==> src/rtl/wdw_pkg.sv <==
package wdw_pkg;

    typedef enum logic [1:0] {
        PH_IDLE  = 2'd0,
        PH_START = 2'd1,
        PH_RUN   = 2'd2
    } phase_e;

    typedef struct packed {
        logic accept;  // valid trigger, restart count
        logic fault;   // early, late or missing trigger
        logic bump;    // plain tick, advance count
    } verdict_t;

    function automatic int unsigned cnt_width(input int unsigned a, input int unsigned b);
        int unsigned top;
        top = (a > b) ? a : b;
        return $clog2(top + 1);
    endfunction

endpackage

==> src/rtl/wdw_window_judge.sv <==
module wdw_window_judge
    import wdw_pkg::*;
#(
    parameter int START_MAX = 500,
    parameter int WIN_MIN   = 200,
    parameter int WIN_MAX   = 300,
    parameter int CW        = 9
) (
    input  phase_e        phase,
    input  logic [CW-1:0] cnt,
    input  logic          toggle,
    input  logic          tick,
    output verdict_t      verdict
);
    localparam logic [CW-1:0] LIM_START = CW'(START_MAX);
    localparam logic [CW-1:0] LIM_LOW   = CW'(WIN_MIN);
    localparam logic [CW-1:0] LIM_HIGH  = CW'(WIN_MAX);

    always_comb begin
        verdict = '0;
        unique case (phase)
            PH_START: begin
                if (toggle) begin
                    verdict.accept = 1'b1;
                end else if (tick) begin
                    if (cnt == LIM_START) verdict.fault = 1'b1;
                    else                  verdict.bump  = 1'b1;
                end
            end
            PH_RUN: begin
                if (toggle) begin
                    if (cnt < LIM_LOW) verdict.fault  = 1'b1;
                    else               verdict.accept = 1'b1;
                end else if (tick) begin
                    if (cnt == LIM_HIGH) verdict.fault = 1'b1;
                    else                 verdict.bump  = 1'b1;
                end
            end
            default: verdict = '0;
        endcase
    end
endmodule

==> config.mk <==
export PLATFORM = sky130hd
export DESIGN_NAME = wdw_window_judge
export DESIGN_NICKNAME = d
export VERILOG_FILES = /design/src/rtl/wdw_pkg.sv /design/src/rtl/wdw_window_judge.sv
export SDC_FILE = /design/constraint.sdc
export NUM_CORES = 1
export LEC_CHECK = 0
export ABC_CLOCK_PERIOD_IN_PS = 960
export BUFFER_PORTS_ARGS = -buffer_cell sky130_fd_sc_hd__buf_2
export CORE_AREA = 2 2 39 41
export DETAILED_ROUTE_END_ITERATION = 12
export DIE_AREA = 0 0 41 43
export GPL_ROUTABILITY_DRIVEN = 0
export PLACE_DENSITY_LB_ADDON = 0.3
export SETUP_SLACK_MARGIN = 0.2
export SYNTH_ARGS = -nofsm -noshare
export SYNTH_HDL_FRONTEND = slang
export SYNTH_SLANG_ARGS = --single-unit
==> constraint.sdc <==
create_clock -name vclk -period 0.96
set_clock_uncertainty 0.15 [all_clocks]
set_input_delay 0.048 -clock vclk [all_inputs]
set_output_delay 0.048 -clock vclk [all_outputs]
set_load 0.03 [all_outputs]
# Word-level counts from Yosys, hierarchy flattened
# Index checks and enable logic that the tools add are counted.
[totals]
out_inout_bits = 3
ff_bits = 0
inputBits = 13
[op_classes]
magnitude_cmp = 1
n_eq_ne = 4
muxes = 14
[ops]
columns = ["op", "n"]
rows = [
  ["== test 9 bit, second input constant", 2],
  ["two-way mux 1 bit", 10],
  ["less-than comparator 9 x 8 -> 1 bit, second input constant", 1],
  ["two-way mux 2 bit", 3],
  ["one-hot mux 3 bit (2 select lines)", 1],
  ["== test 2 x 1 -> 1 bit, second input constant", 1],
  ["== test 2 bit, second input constant", 1],
]

# Logic depth before layout (Yosys ltp)
[depth]
word_depth = 5
depth_mapped = 5
ltp_nobuf = 5

# Least setup slack after synthesis
# No wires, ideal clock.
[synth_timing]
path_type = "input-to-output"
start = "input port phase[0]"
end = "output port verdict[2] (netlist name)"
t_arrival_ns = 1.010
path_slack_ns = -0.248
path_stages = 4
path_buffers = 0
required_ns = 0.762
cell_sequence = "inv_1 -> ha_1 -> nand2b_1 -> a21oi_1"
[synth_lines]
columns = ["element", "line_no", "source"]
rows = [
  ["start, declared", "wdw_window_judge.sv:9", "input phase_e phase,"],
  ["end, declared", "wdw_window_judge.sv:13", "output verdict_t verdict"],
]

==> run summary <==
DIE
------------------------------------------------------------------------------------------
Initial standard-cell utilization of the core                                        11.8%
Number of top-level pins                                                                16
Core outline area                                                                1380 um^2
Number of placement rows                                                                14
Die H                                                                                43 um
Die width                                                                            41 um
Area of the die                                                                  1760 um^2

LAYOUT
------------------------------------------------------------------------------------------
Synth-to-layout area growth                                                           130%
Register area                                                                       0 um^2
Proportion of layout cells with a drive suffix above 1                               72.5%
FF+latch count                                                                           0
Number of clock-tree buffers in the layout                                               0
Number of nets in the finished design                                                   57
Non-filler cells, final                                                                 56
Count of inserted antenna diode cells                                                    0

SYNTHESIS
------------------------------------------------------------------------------------------
Synthesized area per cell                                                        7.81 um^2
Most frequent cells after synthesis                                           inv_1, a31oi_1, and4b_1, ha_1
Top cells by area in the synthesized netlist                                  ha_1, and4b_1, inv_1, nor4b_2, a31oi_1
Simple-gate portion of the synthesized area                                          37.4%
Largest family of logic cells by synthesized area                             simple AND/OR/NAND/NOR gates
Portion of the post-synthesis area used by sequential elements                          0%
Yosys Warn Count                                                                         0
Cell count after synthesis                                                              21
Cell type with the largest total area after synthesis                                 ha_1
XOR/XNOR share of the synthesized area                                                  0%
Portion of netlist area occupied by mux cells                                           0%
Area fraction in compound gates after synthesis                                      35.9%
Area share of the leading cell type in the synthesized netlist                       15.3%
Net count after synthesis                                                               36
Yosys cell types                                                                        14
Most numerous cell in the Yosys netlist                                              inv_1
Share of synthesized cell area in full adder, half adder and majority cells          15.3%
Synth Cell Area                                                                   164 um^2

TIMING
------------------------------------------------------------------------------------------
Hold Fails Final Rpt                                                                     0
Worst-case headroom to the max-slew limit                                            85.7%
RSZ-0062 raised after global routing                                                  true
Final cycle utilization of the critical path                                          124%
Final setup violation count                                                              3
Slew @ Worst Pin                                                                  0.214 ns
Post-layout worst setup margin                                                   -0.231 ns
Max Clk Rate                                                                       840 MHz
Number of pins with negative max-slew slack in the final report                          0
Total negative slack for setup checks                                            -0.502 ns
Clock period minus worst slack                                                     1.19 ns

PLACED DESIGN
------------------------------------------------------------------------------------------
Port-buffer cells                                                                       16
Cell count after placement                                                              56
Post-detailed-placement half-perimeter wirelength                                   445 um

POWER
------------------------------------------------------------------------------------------
Total power density per cell area                                              364 nW/um^2
Pleak                                                                             0.184 nW
Peak ir drop on the vdd network                                                   0.137 mV

ROUTING
------------------------------------------------------------------------------------------
Total wire length after detailed routing                                            497 um
Initial DRT Pass Iterations                                                              4
Antenna Violating Nets Remaining                                                         0
Via count                                                                              230
Vias per std cell                                                                     4.11
Routed length per placed instance                                                  8.88 um
Drt drc                                                                                  0
First-iteration detailed-routing DRC count                                               6

CLOCK NETWORK
------------------------------------------------------------------------------------------
Setup Buffers After CTS                                                                  0

GRT
------------------------------------------------------------------------------------------
Overflow left after global routing                                                       0
GRT Overall Usage                                                                    5.59%
Vias in the first global route                                                         206
Antenna violations before repair                                                         0
Pin count of the biggest net entering global routing                                     4
Global-route wire length before repair                                              752 um

STATUS
------------------------------------------------------------------------------------------
Violated checks                                                               setup timing
Result of the run                                                             finished with violations

SETUP PATH
------------------------------------------------------------------------------------------
Arrival time of the worst setup path                                               0.99 ns
Worst setup EP type                                                             output pin
Crit Path Class                                                               input pin to output pin
Crit path from                                                                    phase[0]
Startpoint type of the worst setup path                                          input pin
Maximum net fanout on the critical path                                                  2
End point of the critical path                                                  verdict[1]
Required time of the critical path                                                 0.76 ns

HOLD PATH
------------------------------------------------------------------------------------------
Worst hold path depth                                                                    4
Class of the most critical hold timing path                                   input pin to output pin

JOB
------------------------------------------------------------------------------------------
Max-cap violations                                                                       0

## cells in the final DEF, fill, tap and decap left out
cell type	synthesis	layout
buf_2	0	9
nor3b_2	0	1
a41o_2	0	1
nand2b_4	0	1
a21oi_2	0	1
o21ai_2	0	1
ha_4	0	1
o311a_1	1	1
nor4_2	1	1
inv_4	0	1
o21a_2	0	1
buf_6	0	5
and4b_1	2	2
a31oi_1	2	2
buf_4	0	4
ha_1	2	1
a22o_1	1	1
inv_1	5	4
buf_8	0	1
nor4b_4	0	1
## where the power goes
part           switching, W  internal [W]
registers                 0             0
logic             0.0000587     0.0000783
clock network             0             0
## through the flow
step	area, um^2	setup WS [ns]	utilization (%)	total power [W]	hold slack (ns)
5_1_grt	377	-0.266	27.2	0.000149	0.379
3_3_place_gp	329	-0.299	23.8	0.000120	0.397
4_1_cts	373	-0.243	26.9	0.000136	0.371
6_report	377	-0.231	27.2	0.000137	0.366
3_5_place_dp	329	-0.301	23.8	0.000119	0.397
2_1_floorplan	206	-0.0548	-	0.0000591	0.0708
## final cells by class
class,count,area (um^2)
well taps,16,20.0
fillers,147,1010
repair buffers,19,146
multi-input cells,16,189
inverters,5,21.3
## worst min path at each step
stage	to	slack, ns	start
finish	verdict[0]	0.37	toggle
global placement	verdict[0]	0.40	toggle
global route	verdict[0]	0.38	toggle
floorplan	verdict[2]	0.07	toggle
detailed placement	verdict[0]	0.40	toggle
CTS	verdict[0]	0.37	toggle
## cell families after synthesis
family,Yosys count
AO/OA/AOI/OAI,8
AND/OR/NAND/NOR,6
buffers and inverters,5
adder cells (fa/ha/maj),2
## layer usage
layer	track usage [%]	up-vias	routed length, um
li1	-	121	-
met2	8.13	15	190
met4	0	0	0
met3	0	0	73
met5	0	-	0
met1	9.49	94	233
## repair_timing
item,4_1_cts,5_1_grt
pin swaps,8,1
resized for setup,14,1
hold buffers,0,0
setup endpoints to repair,3,3
endpoints found under the hold margin,0,0
## worst max-delay path: stages
cell and delay, ns:
buf_6 0.10, inv_4 0.04, ha_4 0.19, nand2b_4 0.14, nor4_2 0.20, a41o_2 0.14
buf_6 0.12
No activity file was read; power rests on OpenSTA's default activity.
